**config.mk**
```make
export PLATFORM = sky130hd
export DESIGN_NAME = adb_seq
export DESIGN_NICKNAME = d
export VERILOG_FILES = /design/src/rtl/adb_seq_pkg.sv /design/src/rtl/adb_seq_txsel.sv /design/src/rtl/adb_seq_rxcls.sv /design/src/rtl/adb_seq_rxbuf.sv /design/src/rtl/adb_seq.sv
export SDC_FILE = /design/constraint.sdc
export NUM_CORES = 1
export LEC_CHECK = 0
export BUFFER_PORTS_ARGS = -buffer_cell sky130_fd_sc_hd__buf_2
export CAP_MARGIN = 10
export CORE_ASPECT_RATIO = 2
export CORE_UTILIZATION = 59
export DETAILED_ROUTE_END_ITERATION = 7
export PLACE_DENSITY_LB_ADDON = 0.3
export SLEW_MARGIN = 20
export SYNTH_ARGS = -nofsm -noshare
export SYNTH_HDL_FRONTEND = slang
export SYNTH_SLANG_ARGS = --single-unit
```
**constraint.sdc**
```tcl
create_clock -name clk_i -period 6.1 [get_ports clk_i]
set_input_delay 1.22 -clock clk_i [delete_from_list [all_inputs] [get_ports clk_i]]
set_output_delay 1.22 -clock clk_i [all_outputs]
set_load 0.1 [all_outputs]
```
**src/rtl/adb_seq_pkg.sv**
```systemverilog
package adb_seq_pkg;
  typedef enum logic [1:0] {
    ST_CMD  = 2'b00,
    ST_EVEN = 2'b01,
    ST_ODD  = 2'b10,
    ST_IDLE = 2'b11
  } adb_st_e;

  typedef enum logic [1:0] {PH_IDLE, PH_TX, PH_RX} phase_e;

  typedef enum logic [2:0] {
    RK_STORE,
    RK_END,
    RK_END_SRQ,
    RK_TMO,
    RK_TMO_SRQ
  } rx_kind_e;
endpackage

```
**src/rtl/adb_seq_txsel.sv**
```systemverilog
module adb_seq_txsel #(
  parameter int NB = 14,
  parameter int IW = 4
) (
  input  logic [NB*8-1:0] data_i,
  input  logic [IW-1:0]   idx_i,
  output logic [7:0]      byte_o
);
  always_comb begin
    byte_o = '0;
    for (int k = 0; k < NB; k++) begin
      if (idx_i == IW'(k)) byte_o = data_i[k*8 +: 8];
    end
  end
endmodule

```
**src/rtl/adb_seq_rxcls.sv**
```systemverilog
module adb_seq_rxcls
  import adb_seq_pkg::*;
(
  input  logic       first_i,
  input  logic [7:0] byte_i,
  input  logic       ctl_n_i,
  input  logic       prev_ctl_n_i,
  output rx_kind_e   kind_o
);
  always_comb begin
    kind_o = RK_STORE;
    if (first_i && ctl_n_i && byte_i == 8'hFF)
      kind_o = RK_TMO;
    else if (!ctl_n_i && !prev_ctl_n_i && byte_i == 8'hFF)
      kind_o = RK_TMO_SRQ;
    else if (!ctl_n_i && byte_i == 8'h00)
      kind_o = prev_ctl_n_i ? RK_END : RK_END_SRQ;
  end
endmodule

```
**src/rtl/adb_seq_rxbuf.sv**
```systemverilog
module adb_seq_rxbuf #(
  parameter int DEPTH = 15,
  parameter int CW    = $clog2(DEPTH + 1)
) (
  input  logic               clk_i,
  input  logic               rst_ni,
  input  logic               clr_i,
  input  logic               wr_i,
  input  logic [7:0]         wdata_i,
  output logic [DEPTH*8-1:0] data_o,
  output logic [CW-1:0]      cnt_o
);
  logic [CW-1:0] cnt_q, base;
  logic          full;

  assign base  = clr_i ? '0 : cnt_q;
  assign full  = (base == CW'(DEPTH));
  assign cnt_o = cnt_q;

  for (genvar g = 0; g < DEPTH; g++) begin : g_ent
    logic [7:0] ent_q;
    always_ff @(posedge clk_i or negedge rst_ni) begin
      if (!rst_ni)                               ent_q <= '0;
      else if (wr_i && !full && base == CW'(g))  ent_q <= wdata_i;
      else if (clr_i)                            ent_q <= '0;
    end
    assign data_o[g*8 +: 8] = ent_q;
  end

  always_ff @(posedge clk_i or negedge rst_ni) begin
    if (!rst_ni)             cnt_q <= '0;
    else if (wr_i && !full)  cnt_q <= base + 1'b1;
    else if (clr_i)          cnt_q <= '0;
  end
endmodule

```
**src/rtl/adb_seq.sv**
```systemverilog
module adb_seq
  import adb_seq_pkg::*;
#(
  parameter int MAX_TX = 14,
  parameter int MAX_RX = 15,
  parameter int TLW    = $clog2(MAX_TX + 2),
  parameter int RLW    = $clog2(MAX_RX + 1)
) (
  input  logic                clk_i,
  input  logic                rst_ni,
  input  logic                req_valid_i,
  output logic                req_ready_o,
  input  logic [7:0]          req_cmd_i,
  input  logic [MAX_TX*8-1:0] req_data_i,
  input  logic [TLW-1:0]      req_len_i,
  input  logic                req_reply_i,
  output logic                req_rej_o,
  input  logic                sr_done_i,
  input  logic [7:0]          sr_in_i,
  output logic [7:0]          sr_out_o,
  output logic                sr_dir_o,
  output logic [1:0]          st_o,
  input  logic                ctl_n_i,
  output logic                done_o,
  output logic                tmo_o,
  output logic                srq_o,
  output logic                rply_sol_o,
  output logic [RLW-1:0]      rply_len_o,
  output logic [MAX_RX*8-1:0] rply_data_o
);
  phase_e              phase_q;
  adb_st_e             st_q;
  logic                dir_q, rexp_q, first_q, prevctl_q, sol_q;
  logic                done_q, tmo_q, srq_q, rej_q;
  logic [7:0]          out_q, tx_byte;
  logic [TLW-1:0]      idx_q, len_q;
  logic [MAX_TX*8-1:0] data_q;

  logic     rx_active, first_eff, prev_eff, len_ok, tx_last, buf_clr, buf_wr;
  rx_kind_e kind;

  // a byte while idle opens an unsolicited reception
  assign rx_active = sr_done_i && (phase_q == PH_IDLE || phase_q == PH_RX);
  assign first_eff = (phase_q == PH_IDLE) || first_q;
  assign prev_eff  = (phase_q == PH_IDLE) ? 1'b1 : prevctl_q;
  assign len_ok    = (req_len_i != '0) && (req_len_i <= TLW'(MAX_TX));
  assign tx_last   = (phase_q == PH_TX) && sr_done_i && (idx_q == len_q);

  adb_seq_txsel #(.NB(MAX_TX), .IW(TLW)) u_txsel (
    .data_i(data_q), .idx_i(idx_q), .byte_o(tx_byte)
  );

  adb_seq_rxcls u_rxcls (
    .first_i(first_eff), .byte_i(sr_in_i), .ctl_n_i(ctl_n_i),
    .prev_ctl_n_i(prev_eff), .kind_o(kind)
  );

  assign buf_clr = tx_last
                || (rx_active && phase_q == PH_IDLE)
                || (rx_active && kind == RK_TMO_SRQ);
  assign buf_wr  = rx_active && kind == RK_STORE;

  adb_seq_rxbuf #(.DEPTH(MAX_RX), .CW(RLW)) u_rxbuf (
    .clk_i(clk_i), .rst_ni(rst_ni), .clr_i(buf_clr), .wr_i(buf_wr),
    .wdata_i(sr_in_i), .data_o(rply_data_o), .cnt_o(rply_len_o)
  );

  always_ff @(posedge clk_i or negedge rst_ni) begin
    if (!rst_ni) begin
      phase_q   <= PH_IDLE;
      st_q      <= ST_IDLE;
      dir_q     <= 1'b0;
      out_q     <= '0;
      idx_q     <= '0;
      len_q     <= '0;
      rexp_q    <= 1'b0;
      data_q    <= '0;
      first_q   <= 1'b0;
      prevctl_q <= 1'b1;
      sol_q     <= 1'b0;
      done_q    <= 1'b0;
      tmo_q     <= 1'b0;
      srq_q     <= 1'b0;
      rej_q     <= 1'b0;
    end else begin
      done_q <= 1'b0;
      tmo_q  <= 1'b0;
      srq_q  <= 1'b0;
      rej_q  <= 1'b0;
      if (rx_active) begin
        if (phase_q == PH_IDLE) sol_q <= 1'b0;
        if (kind == RK_STORE) begin
          phase_q   <= PH_RX;
          first_q   <= 1'b0;
          prevctl_q <= ctl_n_i;
          st_q      <= (st_q == ST_IDLE) ? ST_EVEN : adb_st_e'(~st_q);
        end else begin
          phase_q <= PH_IDLE;
          st_q    <= ST_IDLE;
          done_q  <= 1'b1;
          tmo_q   <= (kind == RK_TMO) || (kind == RK_TMO_SRQ);
          srq_q   <= (kind == RK_END_SRQ) || (kind == RK_TMO_SRQ);
        end
      end else if (phase_q == PH_IDLE && req_valid_i) begin
        if (len_ok) begin
          phase_q <= PH_TX;
          st_q    <= ST_CMD;
          dir_q   <= 1'b1;
          out_q   <= req_cmd_i;
          idx_q   <= '0;
          len_q   <= req_len_i;
          rexp_q  <= req_reply_i;
          data_q  <= req_data_i;
        end else begin
          rej_q <= 1'b1;
        end
      end else if (phase_q == PH_TX && sr_done_i) begin
        if (tx_last) begin
          dir_q <= 1'b0;
          if (rexp_q) begin
            phase_q   <= PH_RX;
            st_q      <= ST_EVEN;
            first_q   <= 1'b1;
            prevctl_q <= 1'b1;
            sol_q     <= 1'b1;
          end else begin
            phase_q <= PH_IDLE;
            st_q    <= ST_IDLE;
            done_q  <= 1'b1;
            sol_q   <= 1'b0;
          end
        end else begin
          out_q <= tx_byte;
          idx_q <= idx_q + 1'b1;
          st_q  <= (st_q == ST_CMD) ? ST_EVEN : adb_st_e'(~st_q);
        end
      end
    end
  end

  assign req_ready_o = (phase_q == PH_IDLE) && !sr_done_i;
  assign req_rej_o   = rej_q;
  assign sr_out_o    = out_q;
  assign sr_dir_o    = dir_q;
  assign st_o        = st_q;
  assign done_o      = done_q;
  assign tmo_o       = tmo_q;
  assign srq_o       = srq_q;
  assign rply_sol_o  = sol_q;
endmodule

```
# == Yosys cells after proc, flatten, opt, wreduce, memory -nomap -nowiden ==
# Cells that the tools add are included.
# op_classes
addsub,2
mul,0
div_mod_pow,0
n_lt_le_gt_ge,1
eq_ne,42
n_shift,0
muxes,92
n_bitwise,2
n_reduce_logical,76
# op_table
op,count
8-bit 2-to-1 mux,34
4-bit equality test (second input constant),14
2-bit nonzero test,20
2-bit 2-to-1 mux,17
4-bit by 3-bit equality test with 1-bit output (second input constant),8
1-bit 2-to-1 mux,32
1-bit logical AND,30
4-bit 2-to-1 mux,6
4-bit by 2-bit equality test with 1-bit output (second input constant),4
4-bit AND reduction,3
3-bit 2-to-1 mux,3
4-bit by 1-bit adder with 4-bit output (second input constant),2
4-bit by 1-bit equality test with 1-bit output (second input constant),2
8-bit equality test (second input constant),1
4-bit logical NOT,2
8-bit logical NOT,1
3-bit by 2-bit equality test with 1-bit output (second input constant),2
1-bit logical OR,6
2-bit by 1-bit != test with 1-bit output (second input constant),3
3-bit AND reduction,2
3-bit nonzero test,2
5-bit AND reduction,1
2-bit equality test (second input constant),2
4-bit equality test,1
other kinds (12),17
# totals
reg_bits,265
latch_bits,0
mem_bits_rw,0
romBits,0
input_bits,138
out_inout_bits,141
mem_count,0

# == Depth between registers and ports, before layout ==
# depth
word_depth,18
depth_mapped,10
mapped_depth_nobuf,7

# == Hierarchy ==
# Synthesis repeated with hierarchy kept, for this count alone.
# unflattened
cells_unflattened,991
hier_area_um2,12615.8
# by_module_without_submodules
module,n_inst,cells_per_inst,area_per_inst_um2
adb_seq_rxbuf,1,427,5680.4
adb_seq,1,379,5611.6
adb_seq_txsel,1,174,1252.5
adb_seq_rxcls,1,11,71.3

# == Worst setup path after synthesis ==
# No wires, ideal clock.
# synth_path
path_type,input to output
from,in sr_done_i
to,out req_ready_o
arrival_ps,3409
t_required_ps,4880
setup_slack_ps,1471
cell_stages,2
n_path_buf,1
path_cell_list,buf_2 > nor3_1
# synth_via
elab_chain_cells,2
# synth_rtl
item,line_no,source
from (decl),adb_seq.sv:18,"input logic sr_done_i,"
1-bit logical NOT,adb_seq.sv:141,assign req_ready_o = (phase_q == PH_IDLE) && !sr_done_i;
1-bit logical AND,adb_seq.sv:141,
to (decl),adb_seq.sv:12,"output logic req_ready_o,"
# No other way between the ends.

# == Final worst setup path ==
# layout_path
from,in sr_in_i[1]
to,reg u_rxbuf.g_ent[8].ent_q[4]
# layout_via
elab_chain_cells,14
# layout_rtl
item,line_no,source
from (decl),adb_seq.sv:19,"input logic [7:0] sr_in_i,"
8-bit logical NOT,adb_seq_rxcls.sv:16,else if (!ctl_n_i && byte_i == 8'h00)
1-bit logical AND,adb_seq_rxcls.sv:16,
3-bit 2-to-1 mux,adb_seq_rxcls.sv:16,
3-bit 2-to-1 mux,adb_seq_rxcls.sv:14,else if (!ctl_n_i && !prev_ctl_n_i && byte_i == 8'hFF)
3-bit 2-to-1 mux (*),adb_seq_rxcls.sv:12,if (first_i && ctl_n_i && byte_i == 8'hFF)
3-bit equality test,adb_seq.sv:60,|| (rx_active && kind == RK_TMO_SRQ);
1-bit logical AND,adb_seq.sv:60,
1-bit logical OR,adb_seq.sv:60,
4-bit 2-to-1 mux,-,
4-bit equality test,adb_seq_rxbuf.sv:17,assign full = (base == CW'(DEPTH));
1-bit logical NOT,adb_seq_rxbuf.sv:24,else if (wr_i && !full && base == CW'(g)) ent_q <= wdata_i;
1-bit logical AND (2 in series),adb_seq_rxbuf.sv:24,
8-bit 2-to-1 mux / 2-bit nonzero test (equally long branches),-,
to (signal assigned),adb_seq_rxbuf.sv:24,
to (decl),adb_seq_rxbuf.sv:21,logic [7:0] ent_q;
# Every way passes the cells marked *; elsewhere a longest branch is shown, timed or not.
# A chain may end at the register's enable or synchronous reset.

==> impl_metrics.toml <==
[sta]
setup_viol_count_final = 0
tns_ns = 0
post-route-min-period_ns = 3.42
worst_pin_slew_ns = 1.14
final.period_utilization_pct = 56.1
hold_viol_final = 0
fmax_ghz = 0.292
slew_headroom_pct = 24.3
clock-skew-final_ns = 0.00930
slew_violations = 0
rsz0062_at_grt = "no"

[floorplan]
die_w_um = 104
io_pins = 279
rows = 74
start_util_pct = 60.4
die-area_um2 = 21600
die_h_um = 207
coreArea_um2 = 20500

[setup_path]
cp.arrival_ns = 3.80
worst_path_largest_cell_delay_ns = 0.67
crit-reg2reg-launch = "idx_q[3]$_DFFE_PN0P_"
path_cells = "buf_2 > nand4_1 > o41ai_1 > a22o_4 > buf_4 > a21oi_1"
startpoint_type = "input port"
cpMaxStageDelayCell = "a22o_4"
worstSetupEndpointType = "flop"
critPathKind = "in2reg"
cp-startpoint = "sr_in_i[1]"
critPathMaxFanout = 70
worstPathRequired_ns = 6.48

[routing]
routed_wl_um = 35500
via_per_inst = 6.32
drc = 0
ant_nets = 0
wire_per_inst_um = 21.6
drtIter0Drc = 653
dr.pass1.iters = 5
vias = 10403

[synth]
async_flop_share_pct = 100
syn_avg_cell_area_um2 = 10.7
yosys_warnings = 0
synth_edf_count = 0
synth_cell_types = 73
ys.flop_type = "dfrtp_1"
syn-cell-area_um2 = 12400
synth-seq-area-share_pct = 53.7
syn_nets = 1300
synth_top_area_cell = "dfrtp_1"
netlist_instances = 1158
synth.top_cell.area_share_pct = 53.1
yosys.cell_count.top_type = "dfrtp_1"
ys_ff_latch = 265
ys_top_cells_by_count = "262 x dfrtp_1, 132 x o21ai_0, 127 x a21oi_1, 115 x nand3_1, 63 x mux2_1"
synth_top_cells_by_area = "dfrtp_1 53%, mux2_1 5.7%, o21ai_0 5.3%"

[outcome]
status = "complete, no violations"

[power]
power_density_nw_per_um2 = 571
ir_drop_uv = 575
leakagePower_nw = 6.78

[flow_run]
drv_cap = 0

[global_route]
grt.overflow.total = 0
grt_max_degree = 126
grt_pass1_wl_um = 55000
antenna_found_initial = 0
grt_usage_pct = 33.0
grt_pass1_vias = 10358

[cts]
cts.path.max_buffers = 3
cts-resized-gates = 0
clkSinkCount = 265
post_cts_buffers = 0
cts_tree = "yes"
root_buffer = "clkbuf_16"
ctsHtreeMaxLevel = 1
ctsHoldBuffers = 0
path_clk_slew_ns = 0.06
clock_latency_ns = 0.52
cts-buffers-inserted = 24

[finish]
design_area_um2 = 14600
drive_gt1_share_pct = 29.8
final_nets = 1504
antenna_cells = 0
syn_to_final_growth_pct = 17.9
final_core_util_pct = 71.2

[place]
port_buffers = 278
place_area_um2 = 13700
dp_hpwl_um = 24400
gp_congestion = 0.902

[hold_path]
worstHoldStart = "data_q[69]$_DFFE_PN0P_"
hold_path_class = "reg2reg"
state kept, by name, indices dropped and copies added, names as in the netlist:
signal               count
data_q                 112
done_o                   1
first_q                  1
idx_q                    4
len_q                    4
phase_q                  2
prevctl_q                1
req_rej_o                1
rexp_q                   1
rply_sol_o               1
sr_dir_o                 1
sr_out_o                 8
srq_o                    1
st_o                     2
tmo_o                    1
u_rxbuf.cnt_o            4
u_rxbuf.g_ent.ent_q    120
cell usage in the layout (no fill, tap or decap), types with 3 or more instances in the layout:
cell       synthesis  final
nor3_1            17     17
and2_1            11     11
xor2_1             6      6
a31oi_1           14     14
inv_1              6      6
buf_2             44    277
o21ai_1            9      9
dfstp_2            3      3
a22o_1             9      8
o22ai_1           15     15
nor4bb_1           7      7
nand3_1          115    115
clkbuf_16          0     25
nand2_1           42     42
clkbuf_1          46      3
a211o_1            3      3
dfrtp_1          262    262
a221oi_1          15     15
clkinv_2           0      4
bufinv_16          0      5
o21ai_0          132    132
nor2_1            26     26
mux2i_1           10     10
o21a_1             8      8
nor2b_1            8      6
mux2_2            55     55
a21oi_1          127    127
nor3b_1            8      8
buf_4             11     14
clkbuf_8           0      5
mux2_1            63     63
nand2b_1           6      5
o2111ai_1          7      7
ha_1               4      4
a22oi_1            8      8
area by class of cell:
cell class / instances / area [um2]
inverter: 8 / 30.0
sequential: 265 / 6640
clock buffer: 33 / 706
fill: 1620 / 5900
multi-input combinational: 769 / 5140
clock inverter: 10 / 178
tap: 266 / 333
timing repair buffer: 294 / 1540
final timing paths:
kind / end / slack, ns / cells after the start
worst min register to register: data_q[69]$_DFFE_PN0P_ / 0.49 / 1
max in group asynchronous: u_rxbuf.g_ent[11].ent_q[2]$_DFFE_PN0P_ / 4.11 / 2
worst min-delay path: data_q[69]$_DFFE_PN0P_ / 0.49 / 1
worst max-delay path: u_rxbuf.g_ent[8].ent_q[4]$_DFFE_PN0P_ / 2.68 / 6
worst max register to register: u_rxbuf.g_ent[8].ent_q[4]$_DFFE_PN0P_ / 2.75 / 5
min in group asynchronous: u_rxbuf.g_ent[1].ent_q[4]$_DFFE_PN0P_ / 0.63 / 1
per-stage QoR:
| step | power, W | hold slack (ns) | instances | worst slack, ns |
|---|---|---|---|---|
| after floorplan | 0.00586 | 0.452 | 1158 | 1.47 |
| after global placement | 0.00658 | 0.463 | 1601 | 2.29 |
| after detailed placement | 0.00663 | 0.473 | 1601 | 2.24 |
| final | 0.00831 | 0.486 | 1645 | 2.68 |
| after global routing | 0.00859 | 0.505 | 1645 | 2.53 |
| after CTS | 0.00832 | 0.491 | 1644 | 2.77 |
critical path, delay by kind of cell:
kind,cells,cell delay (ns)
AOI/OAI and AO/OA,3,1.25
buffers and inverters,2,0.95
and+or+nand+nor,1,0.31
kinds of logic after synthesis:
kind of cell               count (synthesis)  synth area share [%]
and+or+nand+nor                          259                  11.1
adders and majority gates                  4                 0.405
muxes                                    128                  11.6
buffers and inverters                    124                  4.82
AOI/OAI and AO/OA                        372                  18.0
xor gates and xnor gates                   6                 0.425
DFF                                      265                  53.7
where the power goes:
part | internal, W | switching [W]
Combinational | 0.000656 | 0.00346
Sequential | 0.00222 | 0.000295
Clock | 0.00102 | 0.000660
Total | 0.00389 | 0.00442
per-layer routing:
metal  vias to the layer above  global-route usage [%]  wire length (um)
met5                         -                       0                 0
met4                         0                    23.4              2350
met3                       130                    4.65              2200
met2                       531                    59.7             19100
met1                      5112                    35.1             11800
li1                       4630                       -                 -
(Power assumes the default switching activity.)
